[config.mk]
export PLATFORM = sky130hd
export DESIGN_NAME = ext_trig_timer
export DESIGN_NICKNAME = d
export VERILOG_FILES = /design/src/rtl/ett_pkg.sv /design/src/rtl/ett_pin_filter.sv /design/src/rtl/ett_core.sv /design/src/rtl/ext_trig_timer.sv
export SDC_FILE = /design/constraint.sdc
export NUM_CORES = 1
export LEC_CHECK = 0
export BUFFER_PORTS_ARGS = -buffer_cell sky130_fd_sc_hd__buf_2
export CORE_MARGIN = 3
export CORE_UTILIZATION = 30
export CTS_BUF_LIST = sky130_fd_sc_hd__clkbuf_4
export DETAILED_ROUTE_END_ITERATION = 12
export PLACE_DENSITY = 0.56
export SLEW_MARGIN = 20
export SYNTH_ARGS = -nofsm -noshare
export SYNTH_HDL_FRONTEND = slang
export SYNTH_SLANG_ARGS = --single-unit
export TNS_END_PERCENT = 30
[constraint.sdc]
create_clock -name clk -period 2.73 [get_ports clk]
set_input_delay 0.819 -clock clk [delete_from_list [all_inputs] [get_ports clk]]
set_output_delay 0.819 -clock clk [all_outputs]
set_load 0.03 [all_outputs]
[src/rtl/ett_pkg.sv]
package ett_pkg;

    typedef enum logic [1:0] {
        ST_IDLE  = 2'd0,
        ST_ARMED = 2'd1,
        ST_COUNT = 2'd2
    } ett_state_e;

    // control field positions
    localparam int CTL_RUN  = 0;
    localparam int CTL_FALL = 1;
    localparam int CTL_STOP = 2;
    localparam int CTL_W    = 3;

endpackage

[src/rtl/ett_pin_filter.sv]
module ett_pin_filter #(
    parameter int SYNC_STAGES = 2,
    parameter int FILT_CYC    = 8
) (
    input  logic clk,
    input  logic rst_n,
    input  logic pin_i,
    output logic rise_o,
    output logic fall_o
);
    localparam int FILT_W = $clog2(FILT_CYC) + 1;

    logic [SYNC_STAGES-1:0] sync_q;
    logic                   synced;
    logic                   level_q;
    logic                   level_d1_q;
    logic [FILT_W-1:0]      run_q;

    assign synced = sync_q[SYNC_STAGES-1];

    always_ff @(posedge clk or negedge rst_n) begin
        if (!rst_n) begin
            sync_q <= '0;
        end else begin
            sync_q <= {sync_q[SYNC_STAGES-2:0], pin_i};
        end
    end

    always_ff @(posedge clk or negedge rst_n) begin
        if (!rst_n) begin
            level_q    <= 1'b0;
            level_d1_q <= 1'b0;
            run_q      <= '0;
        end else begin
            level_d1_q <= level_q;
            if (synced == level_q) begin
                run_q <= '0;
            end else if (run_q == FILT_W'(FILT_CYC - 1)) begin
                level_q <= synced;
                run_q   <= '0;
            end else begin
                run_q <= run_q + 1'b1;
            end
        end
    end

    assign rise_o = level_q & ~level_d1_q;
    assign fall_o = ~level_q & level_d1_q;


    level_follows_sync_chk: assert property (@(posedge clk) disable iff (!rst_n)
        !$stable(level_q) |-> (level_q == $past(synced)));


    level_waits_chk: assert property (@(posedge clk) disable iff (!rst_n)
        (synced != level_q && run_q < FILT_W'(FILT_CYC - 1)) |=> $stable(level_q));

endmodule

[src/rtl/ett_core.sv]
module ett_core
    import ett_pkg::*;
#(
    parameter int CNT_W = 16
) (
    input  logic             clk,
    input  logic             rst_n,
    input  logic             run_i,
    input  logic             fall_sel_i,
    input  logic             stop_en_i,
    input  logic [CNT_W-1:0] cmp_i,
    input  logic             rise_i,
    input  logic             fall_i,
    input  logic             tick_i,
    output logic             irq_o
);
    ett_state_e       state_q, state_d;
    logic [CNT_W-1:0] cnt_q;
    logic             trig, opp;
    logic             match, abort, cnt_clr, cnt_inc;

    assign trig = fall_sel_i ? fall_i : rise_i;
    assign opp  = fall_sel_i ? rise_i : fall_i;

    always_comb begin
        state_d = state_q;
        match   = 1'b0;
        abort   = 1'b0;
        cnt_clr = 1'b0;
        cnt_inc = 1'b0;
        unique case (state_q)
            ST_IDLE: begin
                cnt_clr = 1'b1;
                if (run_i) state_d = ST_ARMED;
            end
            ST_ARMED: begin
                if (!run_i) begin
                    state_d = ST_IDLE;
                    cnt_clr = 1'b1;
                end else if (trig) begin
                    state_d = ST_COUNT;
                    cnt_clr = 1'b1;
                end
            end
            ST_COUNT: begin
                if (!run_i) begin
                    state_d = ST_IDLE;
                    cnt_clr = 1'b1;
                end else if (tick_i && cnt_q == cmp_i) begin
                    match   = 1'b1;
                    state_d = ST_ARMED;
                    cnt_clr = 1'b1;
                end else if (stop_en_i && opp) begin
                    abort   = 1'b1;
                    state_d = ST_ARMED;
                    cnt_clr = 1'b1;
                end else if (tick_i) begin
                    cnt_inc = 1'b1;
                end
            end
            default: begin
                state_d = ST_IDLE;
                cnt_clr = 1'b1;
            end
        endcase
    end

    // state register
    always_ff @(posedge clk or negedge rst_n) begin
        if (!rst_n) state_q <= ST_IDLE;
        else        state_q <= state_d;
    end

    always_ff @(posedge clk or negedge rst_n) begin
        if (!rst_n)       cnt_q <= '0;
        else if (cnt_clr) cnt_q <= '0;
        else if (cnt_inc) cnt_q <= cnt_q + 1'b1;
    end

    // outputs
    always_ff @(posedge clk or negedge rst_n) begin
        if (!rst_n) irq_o <= 1'b0;
        else        irq_o <= match;
    end


    irq_single_chk: assert property (@(posedge clk) disable iff (!rst_n)
        irq_o |=> !irq_o);


    run_off_idle_chk: assert property (@(posedge clk) disable iff (!rst_n)
        !run_i |=> (state_q == ST_IDLE && !irq_o && cnt_q == '0));


    retrig_ignored_chk: assert property (@(posedge clk) disable iff (!rst_n)
        (state_q == ST_COUNT && run_i && trig && !tick_i && !(stop_en_i && opp))
        |=> (state_q == ST_COUNT && cnt_q == $past(cnt_q)));


    abort_silent_chk: assert property (@(posedge clk) disable iff (!rst_n)
        (state_q == ST_COUNT && run_i && stop_en_i && opp && !(tick_i && cnt_q == cmp_i))
        |=> (state_q == ST_ARMED && !irq_o && cnt_q == '0));


    hold_no_tick_chk: assert property (@(posedge clk) disable iff (!rst_n)
        (state_q == ST_COUNT && run_i && !tick_i && !(stop_en_i && opp)) |=> $stable(cnt_q));


    match_rearm_chk: assert property (@(posedge clk) disable iff (!rst_n)
        irq_o |-> (state_q == ST_ARMED && cnt_q == '0));

endmodule

[src/rtl/ext_trig_timer.sv]
module ext_trig_timer
    import ett_pkg::*;
#(
    parameter int CNT_W       = 16,
    parameter int SYNC_STAGES = 2,
    parameter int FILT_CYC    = 8
) (
    input  logic             clk,
    input  logic             rst_n,
    input  logic             pin_i,
    input  logic             tick_i,
    input  logic             wr_en_i,
    input  logic             wr_addr_i,
    input  logic [CNT_W-1:0] wr_data_i,
    output logic             irq_o
);
    logic [CTL_W-1:0] ctl_q;
    logic [CNT_W-1:0] cmp_q;
    logic             rise, fall;


    always_ff @(posedge clk or negedge rst_n) begin
        if (!rst_n) begin
            ctl_q <= '0;
            cmp_q <= '0;
        end else if (wr_en_i) begin
            if (wr_addr_i) cmp_q <= wr_data_i;
            else           ctl_q <= wr_data_i[CTL_W-1:0];
        end
    end

    ett_pin_filter #(
        .SYNC_STAGES(SYNC_STAGES),
        .FILT_CYC   (FILT_CYC)
    ) i_filt (
        .clk   (clk),
        .rst_n (rst_n),
        .pin_i (pin_i),
        .rise_o(rise),
        .fall_o(fall)
    );

    ett_core #(
        .CNT_W(CNT_W)
    ) i_core (
        .clk       (clk),
        .rst_n     (rst_n),
        .run_i     (ctl_q[CTL_RUN]),
        .fall_sel_i(ctl_q[CTL_FALL]),
        .stop_en_i (ctl_q[CTL_STOP]),
        .cmp_i     (cmp_q),
        .rise_i    (rise),
        .fall_i    (fall),
        .tick_i    (tick_i),
        .irq_o     (irq_o)
    );

endmodule

==> results.txt, run 1 <==
* Outcome: completed
- The floorplan step set the die width to approximately 95 um.
* Accumulated negative setup slack: 0 ps
- The root buffer cell chosen for the clock tree is sky130_fd_sc_hd__clkbuf_4.
- A synthesized cell averages approximately 11 um2.
- Count of synthesis-stage warnings from yosys: 0
* Number of inserted filler cells in the final layout: approximately 760
- Post-route DRC violation count: 0
* Clock sinks: 46
- In this run the post-CTS setup repair buffer count came out at 0.
* Total CTS buffers: 5
- Measured against the total synthesized area, the mux share comes to approximately a tenth.
* Total area of multi-input combinational cells: 0.001165 mm2
- Critical path startpoint category: register
- Number of buffers inserted for hold repair after clock tree synthesis: 0
- Cells fill a little over a third of the core in the end.
- Compared with the post-synthesis result, the final layout area differs by 13.15%.
- CP Class: reg -> reg
* Clk_skew: roughly 8.4 ps
- The H-tree was split into 2 levels.
- Standard cell with the maximum stage delay on the critical path: sky130_fd_sc_hd__dfrtp_1
- Number of buffers inserted by port buffering: 22
* Largest cells by area after synthesis: sky130_fd_sc_hd__dfrtp_1, sky130_fd_sc_hd__mux2_2, sky130_fd_sc_hd__xor2_1, sky130_fd_sc_hd__ha_1, sky130_fd_sc_hd__o31ai_1
- Maximum cell stage delay along the critical path: roughly 500 ps
* Worst-Skew Late Latency: roughly 360 ps
- In the final layout, flip-flops and latches occupy about 0.0012 mm2.
- The number of gates resized after CTS was 0.
- WP data arrival: ~2500 ps
* Drt first pass iters: 4
- Placement-stage cell area: 0.002606 mm2
- No sink is reached through more buffers than the 2 on the longest clock path.
* Clock transition at path regs: around 140 ps
- Largest net degree at the start of global routing: 39
- Worst slew margin: between 40% and 50%
- The number of global-route vias before repair was roughly 1600.
- Count of flip-flops with a built-in enable after synthesis: 0
* Number of I/O pins: 23
- Mapped Nets: 235
- Number of antenna violations at the first check in global routing: 0
- Dividing total power by cell area gives a power density of between 500 and 600 mW/mm2.
- The first global-routing pass estimated 7879 um of wire.
- Number of placed instances with taps included: 330
* Count of mapped cells out of synthesis: between 200 and 250
- Power comes to 1.592 mW.
* Cell taking the most area after synthesis: sky130_fd_sc_hd__dfrtp_1
- # nets final: between 200 and 300
- Top flip-flop cell by instance count after synthesis: sky130_fd_sc_hd__dfrtp_1
- The worst setup path is captured at a register.
- Detailed routing inserted a total of 1661 vias.
- After synthesis, the largest family of logic cells by area is simple AND/OR/NAND/NOR gates.
- Setup violations remaining at the end of the flow were counted as 0.
* Number of antenna diodes: 0
- In this run the cell area of the synthesized design comes to about 0.0023 mm2.
- Sum of net half-perimeters after detailed placement: about 3400 um
* Unrepaired setup endpoints after global routing: no
- Detailed Route WL: roughly 4600 um
- Minimum clock period: approximately 2200 ps
* Compound-gate portion of the synthesized area: under 10%
- Max VDD drop: around 0.25 mV
* Via count normalized by instance count: approximately 5
- Max Clock Freq: 453.1 MHz
- Summing the areas of all fa, ha and maj instances in the mapped netlist gives between 3 and 4% of the synthesized area.
* Final cycle utilization of the critical path: roughly four fifths
* Sequential fraction of the synthesis area: 48.99%
- The congestion estimate from routability-driven global placement came to between 0.8 and 0.9.
* Worst r2r src: i_core.cnt_q[8]$_DFFE_PN0P_
* Top cell types by occurrence after synthesis: sky130_fd_sc_hd__dfrtp_1, sky130_fd_sc_hd__mux2_2, sky130_fd_sc_hd__xor2_1
- Flip-flop and latch count after synthesis: 46
* Fraction of synthesized cell area in xor and xnor cells: ~8.6%
- Clock tree from TritonCTS: yes
- Layout cells sized above 1: 28.99%
- Placeable Area: between 0.007 and 0.008 mm2
* CP Max Fanout: 16
* Crit path required time: 2990 ps
- Among all cell types in the netlist, the one instantiated most often is sky130_fd_sc_hd__dfrtp_1.
- Average wire per cell in the routed design: around 14 um
- At the pin with the least slew margin, the transition time is between 800 and 900 ps.
* Max-capacitance violation count: 0
- Initial Util: a little under a third
* Post-DRT Antenna Nets: 0
* Number of library cell types mapped by synthesis: 47
* CP top delay family: simple AND/OR/NAND/NOR gates
- The floorplan step set the die height to between 90 and 100 um.
- The die covers between 0.008 and 0.009 mm2.
- Counting flops with an async set or reset pin after synthesis yields a share of 100.0%.
- The worst hold path belongs to the class reg -> reg.
- The count of cells in the finished layout, fillers not included, comes to between 300 and 400.
* Count of final hold-check violations: 0
- Global routing consumed, over all layers together, between 10% and 20% of the routing resources.
- In this run, the number of DRC markers left after iteration 0 of detailed routing was 86.
- The number of max-slew violations in the final report came to 0.
- Global-route congestion overflow total: 0
- Hold wc startpoint: i_filt.sync_q[0]$_DFF_PN0_
* Top-area cell type share of the netlist area: slightly below 50%
- The most critical setup path has its startpoint at i_core.cnt_q[8]$_DFFE_PN0P_.
- Together, buffers and inverters on the worst path number 1.
- The signal on the critical path passes through xor2_1 -> nor4_1 -> nand4_2 -> o21bai_2 -> a2bb2oi_2 -> buf_4 -> nor2_1.
* Leakage dissipation: between 1 and 1.5 nW
- Area of all placed cells without fillers: about 0.0027 mm2
* Placement row count: 31
- Of the total synthesized cell area, the portion taken by AND, OR, NAND and NOR gates is ~17%.
==> stage by stage <==
step                      setup WS (ps)  hold slack [ps]
after floorplan                   712.7            331.2
after global placement            448.8            335.4
after detailed placement          400.6            336.3
after CTS                         462.9            368.0
after global routing              315.1            391.2
final                             523.0            362.9
==> where the power goes <==
group	switching, mW	internal (mW)	leakage, nW
sequential	0.0729	0.766	0.590
combinational	0.232	0.195	0.543
clock	0.220	0.106	0.0278
total	0.525	1.07	1.16
==> flip-flops by register name, indices dropped and copies added (netlist names) <==
| name | flops |
|---|---|
| cmp_q | 16 |
| i_filt.level_d1_q | 1 |
| i_core.irq_o | 1 |
| i_core.cnt_q | 16 |
| i_filt.sync_q | 2 |
| i_filt.level_q | 1 |
| ctl_q | 3 |
| i_filt.run_q | 4 |
| i_core.state_q | 2 |
==> layer usage <==
metal / global-route usage [%] / vias up / part of all wire [%]
met4: 2.885 / 0 / 0.92
met3: 3.108 / 4 / 5.0
met1: 16.94 / 811 / 51
met5: 0 / - / 0
li1: - / 811 / -
met2: 16.43 / 35 / 43
==> worst paths after layout <==
path / endpoint / slack, ps / depth (start not counted)
setup / recovery: i_core.cnt_q[1]$_DFFE_PN0P_ / 520 / 7
hold / removal: i_filt.sync_q[1]$_DFF_PN0_ / 360 / 0
setup reg to reg: i_core.cnt_q[1]$_DFFE_PN0P_ / 520 / 7
hold reg to reg: i_filt.sync_q[1]$_DFF_PN0_ / 360 / 0
max in group asynchronous: i_filt.level_q$_DFFE_PN0P_ / 1560 / 2
min in group asynchronous: i_filt.sync_q[0]$_DFF_PN0_ / 560 / 1
==> cells in the final DEF (no fill, tap or decap), types with 3 or more instances in the layout <==
cell type and instances:
sky130_fd_sc_hd__nor4_1 3, sky130_fd_sc_hd__xnor2_1 4, sky130_fd_sc_hd__a21oi_1 10, sky130_fd_sc_hd__nor2b_1 5, sky130_fd_sc_hd__nand2_1 13, sky130_fd_sc_hd__nand3_1 8, sky130_fd_sc_hd__inv_1 3, sky130_fd_sc_hd__o31ai_1 7
sky130_fd_sc_hd__dfrtp_1 46, sky130_fd_sc_hd__nor3_1 4, sky130_fd_sc_hd__mux2_2 20, sky130_fd_sc_hd__clkbuf_4 6, sky130_fd_sc_hd__or4_1 5, sky130_fd_sc_hd__nor2_1 12, sky130_fd_sc_hd__ha_1 6, sky130_fd_sc_hd__xor2_1 19
sky130_fd_sc_hd__buf_2 22, sky130_fd_sc_hd__buf_4 6, sky130_fd_sc_hd__o21ai_0 5
==> final cells by class <==
type                            instances  share of cell area (%)
Clock buffer                            6                   1.694
Clock inverter                          1                  0.2824
Inverter                                3                  0.4235
Multi-Input combinational cell        154                   43.81
Sequential cell                        46                   43.29
Tap cell                               99                   4.659
Timing Repair Buffer                   28                   5.835
==> cell families after synthesis <==
family / count (synthesis)
AOI/OAI and AO/OA: 34
xor gates and xnor gates: 23
adders and majority gates: 6
buffers and inverters: 7
DFF: 46
muxes: 22
and+or+nand+nor: 69
==> worst register-to-register path: cells and delay by family, from the launching register on <==
family | cells | cell delay [ps]
DFF | 1 | 500
xor gates and xnor gates | 1 | 200
and+or+nand+nor | 3 | 740
AOI/OAI and AO/OA | 2 | 440
buffers and inverters | 1 | 230
(Power assumes the default switching activity.)
==> run 2, diff against run 1 <==
Settings changed: PLACE_DENSITY 0.56 to 0.58.
Clock period 2.73 ns to 2 ns, I/O delays scaled along.
==> run 2 against run 1 <==
The flow now finishes with violations (setup timing). Count of clock-buffer cells in the layout decreased by 1. Routed wire length up 17%. Setup slack got worse by 530 ps. Utilization up 6.8 points. Register-to-register slack got worse by 530 ps. Hold slack worse by 190 ps. Via count is 11% higher.
==> results.txt, run 2 (synthesized netlist as in run 1, its figures left out) <==
- At the worst endpoint, the required time is approximately 2300 ps.
* Post-DRT Antenna Nets: 0
* Post-route DRC violation count: 0
* Via count normalized by instance count: between 4 and 5
* Number of buffers inserted by port buffering: 22
* Clock tree from TritonCTS: yes
- Max-capacitance violation count: 0
- In this run the tightest slew margin relative to its limit is ~75%.
- Via count: ~1800
- Total length of routed met2 wires: approximately 2500 um
- Largest registers: cmp_q (16), i_core.cnt_q (16), i_filt.run_q (4)
- Number of I/O pins: 23
- Commonest non-fill, non-tap cell in the layout: sky130_fd_sc_hd__dfrtp_1
- Drt first pass iters: 4
* Total length of routed met3 wires: 179 um
- Global-route wire length before repair: between 8000 and 9000 um
- The final-report hold violation count was 0.
- Average wire per cell in the routed design: between 10 and 15 um
- For this configuration, the core starts out at a cell density of a little under a third.
- Clk_skew: between 5 and 6 ps
- Placeable Area: approximately 0.0074 mm2
* Total number of H-tree levels: 2
* Crit path launch: i_core.state_q[0]$_DFFE_PN0P_
- In the layout the commonest cells are sky130_fd_sc_hd__dfrtp_1, sky130_fd_sc_hd__buf_4, sky130_fd_sc_hd__buf_2, sky130_fd_sc_hd__mux2_2, sky130_fd_sc_hd__xor2_1.
- In this run the horizontal extent of the chip is between 90 and 100 um.
- The tree built by TritonCTS fans out to 46 sinks.
- After floorplanning, the core was divided into 31 placement rows.
- Detailed Route WL: between 5000 and 6000 um
- The die is ~95 um tall.
- For the finished layout, the period the worst path requires is between 2000 and 2500 ps.
- Buffers inserted to repair hold after CTS numbered 0.
* Crit end category: register
- Vias in the first global route: between 1500 and 2000
* Worst-Skew Late Latency: around 360 ps
- At the end of routability-driven placement, the weighted congestion stood at just over 0.8.
* Critical path startpoint category: register
- Setup violations remaining at the end of the flow were counted as 2.
* Worst r2r src: i_core.state_q[0]$_DFFE_PN0P_
- Length of routed wiring on met1: about 2600 um
- Max VDD drop: roughly 0.35 mV
- The checks that failed: setup timing.
- WP data arrival: between 2000 and 2500 ps
- Global-route congestion overflow total: 0
- Total Die Area: around 0.0089 mm2
- Total CTS buffers: 5
- At the placement stage, the worst setup path has a slack of -135.1 ps.
* Largest net degree at the start of global routing: 47
- Leakage dissipation: ~1.4 nW
- CP Max Fanout: 4
* DR iter-0 viols: 56
- The tree is rooted in a sky130_fd_sc_hd__clkbuf_4.
- The tightest min-delay check is of the in -> async type.
* Max Clock Freq: 497.1 MHz
- Total track usage: approximately 13%
* Maximum buffer depth of the clock tree: 2
- The critical path is of the reg -> reg type.
- Unrepaired setup endpoints after global routing: yes
* Least setup slack across all paths after layout: -11.78 ps
- Compared with the post-synthesis result, the final layout area differs by 34.56%.
- Final cycle utilization of the critical path: 100.6%
- The number of antenna violations at the first check in global routing is 0.
- PwrDens: 814.5 mW/mm2
- Worst Tran Pin Value: approximately 370 ps
- The wire-length estimate of the detail-placed layout is 3791 um.
* Outcome: finished, violations left
* Highest routed metal layer: met4
- Clock transition at path regs: roughly 140 ps
- Layout cells sized above 1: a little under half
- 0 antenna diodes ended up in the layout.
- The number of max-slew violations in the final report is 0.
- The worst register-to-register path has a setup slack of -10 ps.
* Accumulated negative setup slack: -22.92 ps
- The net count of the finished layout is approximately 300.
==> run 2: cell count changes in the layout (fill, tap and decap cells not counted), moves of 3 or more <==
cell,delta
sky130_fd_sc_hd__a21oi_2,+6
sky130_fd_sc_hd__a21oi_1,-6
sky130_fd_sc_hd__nor4_1,-3
sky130_fd_sc_hd__or4_4,+3
sky130_fd_sc_hd__buf_6,+7
sky130_fd_sc_hd__buf_4,+29
==> run 2: final timing paths <==
check	end	depth (start not counted)
max in group asynchronous	i_core.state_q[0]$_DFFE_PN0P_	2
min	i_filt.run_q[1]$_DFF_PN0_	2
max	i_core.cnt_q[7]$_DFFE_PN0P_	9
max reg2reg	i_core.cnt_q[7]$_DFFE_PN0P_	9
min in group clk	i_filt.sync_q[0]$_DFF_PN0_	1
min reg2reg	i_filt.sync_q[1]$_DFF_PN0_	0
==> run 2: final cells by class <==
| class | instances | area (um2) |
|---|---|---|
| Inverter | 3 | 11.26 |
| Clock inverter | 3 | 43.79 |
| Timing Repair Buffer | 65 | 471.7 |
| Fill cell | 731 | 4247 |
| Clock buffer | 5 | 37.54 |
| Sequential cell | 46 | 1151 |
| Multi-Input combinational cell | 154 | 1323 |
| Tap cell | 99 | 123.9 |
==> run 2: stage by stage <==
stage | instance area (um2) | hold WS [ps] | util [%] | std cells | total power, mW
3_3_place_gp | 2844 | 334.9 | 38.39 | 359 | 1.835
4_1_cts | 3005 | 190.0 | 40.57 | 373 | 2.480
6_report | 3162 | 177.3 | 42.68 | 375 | 2.575
2_1_floorplan | 2357 | 304.4 | - | 207 | 1.586
5_1_grt | 3162 | 177.1 | 42.68 | 375 | 2.741
3_5_place_dp | 2844 | 337.2 | 38.39 | 359 | 1.845
==> run 2: routing by layer <==
layer,global-route usage (%),vias up
met5,0,-
met4,4.327,0
met3,2.709,9
met2,19.21,39
met1,17.53,916
li1,-,882
==> run 2: what timing repair did <==
item,in CTS,in global routing
pin swaps,11,19
setup buffers,6,3
cloned,0,1
gates resized for setup,8,29
endpoints found under the setup margin,16,18
==> run 2: critical path, stage by stage, from the launching register on <==
cell	delay [ps]
sky130_fd_sc_hd__dfrtp_1	430
sky130_fd_sc_hd__inv_1	90
sky130_fd_sc_hd__ha_1	170
sky130_fd_sc_hd__buf_4	120
sky130_fd_sc_hd__nand3_1	100
sky130_fd_sc_hd__or2_2	350
sky130_fd_sc_hd__nor2_2	220
sky130_fd_sc_hd__o211ai_1	160
sky130_fd_sc_hd__xnor2_1	150
sky130_fd_sc_hd__nor2b_2	150
==> run 2: where the power goes <==
part           internal (mW)  switching, mW  total [mW]
Sequential              1.05         0.0909        1.14
Clock                  0.266          0.323       0.589
Combinational          0.415          0.435       0.850
==> run 3, diff against run 2 <==
Settings changed: CELL_PAD_IN_SITES_DETAIL_PLACEMENT set to 2, CELL_PAD_IN_SITES_GLOBAL_PLACEMENT set to 2, PLACE_DENSITY 0.58 to 0.75, SETUP_SLACK_MARGIN set to 0.3.
==> run 3 against run 2 <==
The run still ends with setup timing left. Combinational power up 8.7%. Clock power down 26%. Sequential cell count unchanged. Die area unchanged. Routed wire length up 30%. Cell count up 0.80%. Sequential power about the same. Critical endpoint is now i_core.cnt_q[14]$_DFFE_PN0P_. Largest power group unchanged.
==> results.txt, run 3 (synthesized netlist as in run 1, its figures left out) <==
- Outcome: finished, violations left
- Violated checks: setup timing
- Across all register-to-register paths, the minimum setup slack is -80 ps.
* Width of the die: 94.50 um
* Crit end category: register
- Global placer's final weighted congestion: approximately 0.75
- PwrDens: between 800 and 900 mW/mm2
- Clock transition at path regs: 140 ps
- Total length of routed met2 wires: 3705 um
- Detailed placement ended at an HPWL of 5383 um.
* DR iter-0 viols: 51
- The number of antenna violations at the first check in global routing came to 0.
- During I/O placement, the number of pins put on the boundary was 23.
- Minimum clock period: ~2100 ps
- The worst register-to-register path ends at i_core.cnt_q[14]$_DFFE_PN0P_.
* Worst r2r src: i_core.cnt_q[9]$_DFFE_PN0P_
* Initial Util: 31.72%
- For the worst setup path, the data required time is between 2000 and 2500 ps.
* Tightest Hold Check Type: in -> async
- Global-route wire length before repair: roughly 11000 um
- Die Ht: 94.50 um
* Hold_ws: about 140 ps
* Least setup slack across all paths after layout: -82.44 ps
- Via count normalized by instance count: approximately 5
- Leaving out fill and tap cells, the most frequent cells in the layout are sky130_fd_sc_hd__dfrtp_1, sky130_fd_sc_hd__buf_4, sky130_fd_sc_hd__buf_2, sky130_fd_sc_hd__mux2_2, sky130_fd_sc_hd__xor2_1.
- The number of max-slew violations in the final report was 0.
* Worst-Skew Late Latency: 370 ps
* Placement-stage cell area: 0.002914 mm2
- Row generation in the floorplan step produced 31 rows.
- STA classifies the critical path startpoint as a register.
- The number of global-route vias before repair came to 2164.
* Average wire per cell in the routed design: approximately 18 um
- Synthesis-to-layout area growth: 31.79%
- Buffers inserted during clock tree synthesis total 5.
- The floorplan step defined a core boundary enclosing around 0.0074 mm2.
- Total Die Area: 0.008930 mm2
* CP Class: reg -> reg
- The worst register-to-register path has a depth of 9.
* Max Clock Freq: 480.2 MHz
- In this run the number of H-tree levels came out at 2.
- Cell at the root of the clock tree: sky130_fd_sc_hd__clkbuf_4
- Clk_skew: about 9.5 ps
* Global-route congestion overflow total: 0
- Number of inserted filler cells in the final layout: 801
- Clock tree from TritonCTS: yes
- After detailed routing, the wire length on met1 is around 3000 um.
- Max-capacitance violation count: 0
- Commonest non-fill, non-tap cell in the layout: sky130_fd_sc_hd__dfrtp_1
* Layout cells sized above 1: 44.09%
* Count of final hold-check violations: 0
- Worst Tran Pin Value: slightly above 400 ps
- Post-DRT Antenna Nets: 0
- Accumulated negative setup slack: -641.3 ps
- Number of antenna diodes: 0
- Max VDD drop: 0.4136 mV
- Highest routed metal layer: met4
- Setup repair after global routing could not meet its margin everywhere.
* Worst slew margin: between 70 and 80%
- Maximum buffer depth of the clock tree: 2
- CP Max Fanout: 14
- The analysis attributes to cell leakage a power of about 1.4 nW.
- Setup violations remaining at the end of the flow were counted as 16.
* Detailed Route WL: slightly below 7000 um
- Via count: approximately 1900
- Drt first pass iters: 4
- WP data arrival: around 2400 ps
- Hold repair after CTS inserted 0 buffers.
- Largest net degree at the start of global routing: 20
- After layout, the worst path uses 104.1% of the clock period.
- Total length of routed met3 wires: between 150 and 200 um
* # nets final: ~300
* Number of buffers inserted by port buffering: 22
* Largest registers: cmp_q (16), i_core.cnt_q (16), i_filt.run_q (4)
* Area of all placed cells without fillers: around 0.0031 mm2
- In the routed design, unresolved DRC markers number 0.
- Total track usage: approximately 17%
* Clock sinks: 46
run 3: timing repair:
| item | in CTS | in global routing |
|---|---|---|
| pin swaps | 2 | 4 |
| gates cloned | 0 | 0 |
| resized for setup | 10 | 11 |
| setup buffers | 3 | 5 |
| setup endpoints to repair | 19 | 19 |
| endpoints found under the hold margin | 0 | 0 |
run 3: report_power, final:
part | leakage (nW) | switching [mW] | total (mW) | internal (mW)
clock | 0.0308 | 0.307 | 0.434 | 0.127
combinational | 0.776 | 0.470 | 0.924 | 0.454
sequential | 0.590 | 0.0881 | 1.13 | 1.05
run 3: per-layer routing:
metal | global-route usage, % | vias up
li1 | - | 893
met1 | 20.49 | 973
met2 | 30.38 | 25
met3 | 2.629 | 8
met4 | 4.567 | 0
met5 | 0 | -
run 3: final cells by class:
type	instances	area [um2]	area share (%)
Clock buffer	5	37.54	1.212
Clock inverter	2	10.01	0.3232
Inverter	3	11.26	0.3636
Multi-Input combinational cell	154	1251	40.40
Sequential cell	46	1151	37.17
Tap cell	99	123.9	4.000
Timing Repair Buffer	69	511.7	16.53
run 3: worst max-delay path by stage:
stage | start | cells after the start | endpoint
after floorplan | i_core.cnt_q[2]$_DFFE_PN0P_ | 7 | i_core.cnt_q[10]$_DFFE_PN0P_
after global placement | i_core.cnt_q[12]$_DFFE_PN0P_ | 8 | i_core.cnt_q[14]$_DFFE_PN0P_
after detailed placement | i_core.cnt_q[12]$_DFFE_PN0P_ | 8 | i_core.cnt_q[7]$_DFFE_PN0P_
after CTS | i_core.cnt_q[6]$_DFFE_PN0P_ | 7 | i_core.cnt_q[14]$_DFFE_PN0P_
after global routing | i_core.cnt_q[9]$_DFFE_PN0P_ | 9 | i_core.cnt_q[14]$_DFFE_PN0P_
final | i_core.cnt_q[9]$_DFFE_PN0P_ | 9 | i_core.cnt_q[14]$_DFFE_PN0P_
run 3: worst max-delay path, stage by stage (launching register included):
cell,delay [ps]
sky130_fd_sc_hd__dfrtp_1,420
sky130_fd_sc_hd__xor2_1,180
sky130_fd_sc_hd__nor4_2,410
sky130_fd_sc_hd__nand4_2,150
sky130_fd_sc_hd__buf_6,160
sky130_fd_sc_hd__o21bai_4,200
sky130_fd_sc_hd__buf_12,180
sky130_fd_sc_hd__buf_6,100
sky130_fd_sc_hd__o31ai_1,90
sky130_fd_sc_hd__a21oi_2,120
run 3: stage by stage:
step | power (mW) | utilization (%) | setup WS (ps) | std cells
after floorplan | 1.642 | - | 117.4 | 207
after global placement | 1.968 | 39.33 | -66.29 | 363
after detailed placement | 2.018 | 39.33 | -160.6 | 363
after CTS | 2.474 | 40.80 | -77.29 | 373
after global routing | 2.660 | 41.80 | -176.7 | 378
final | 2.492 | 41.80 | -82.44 | 378
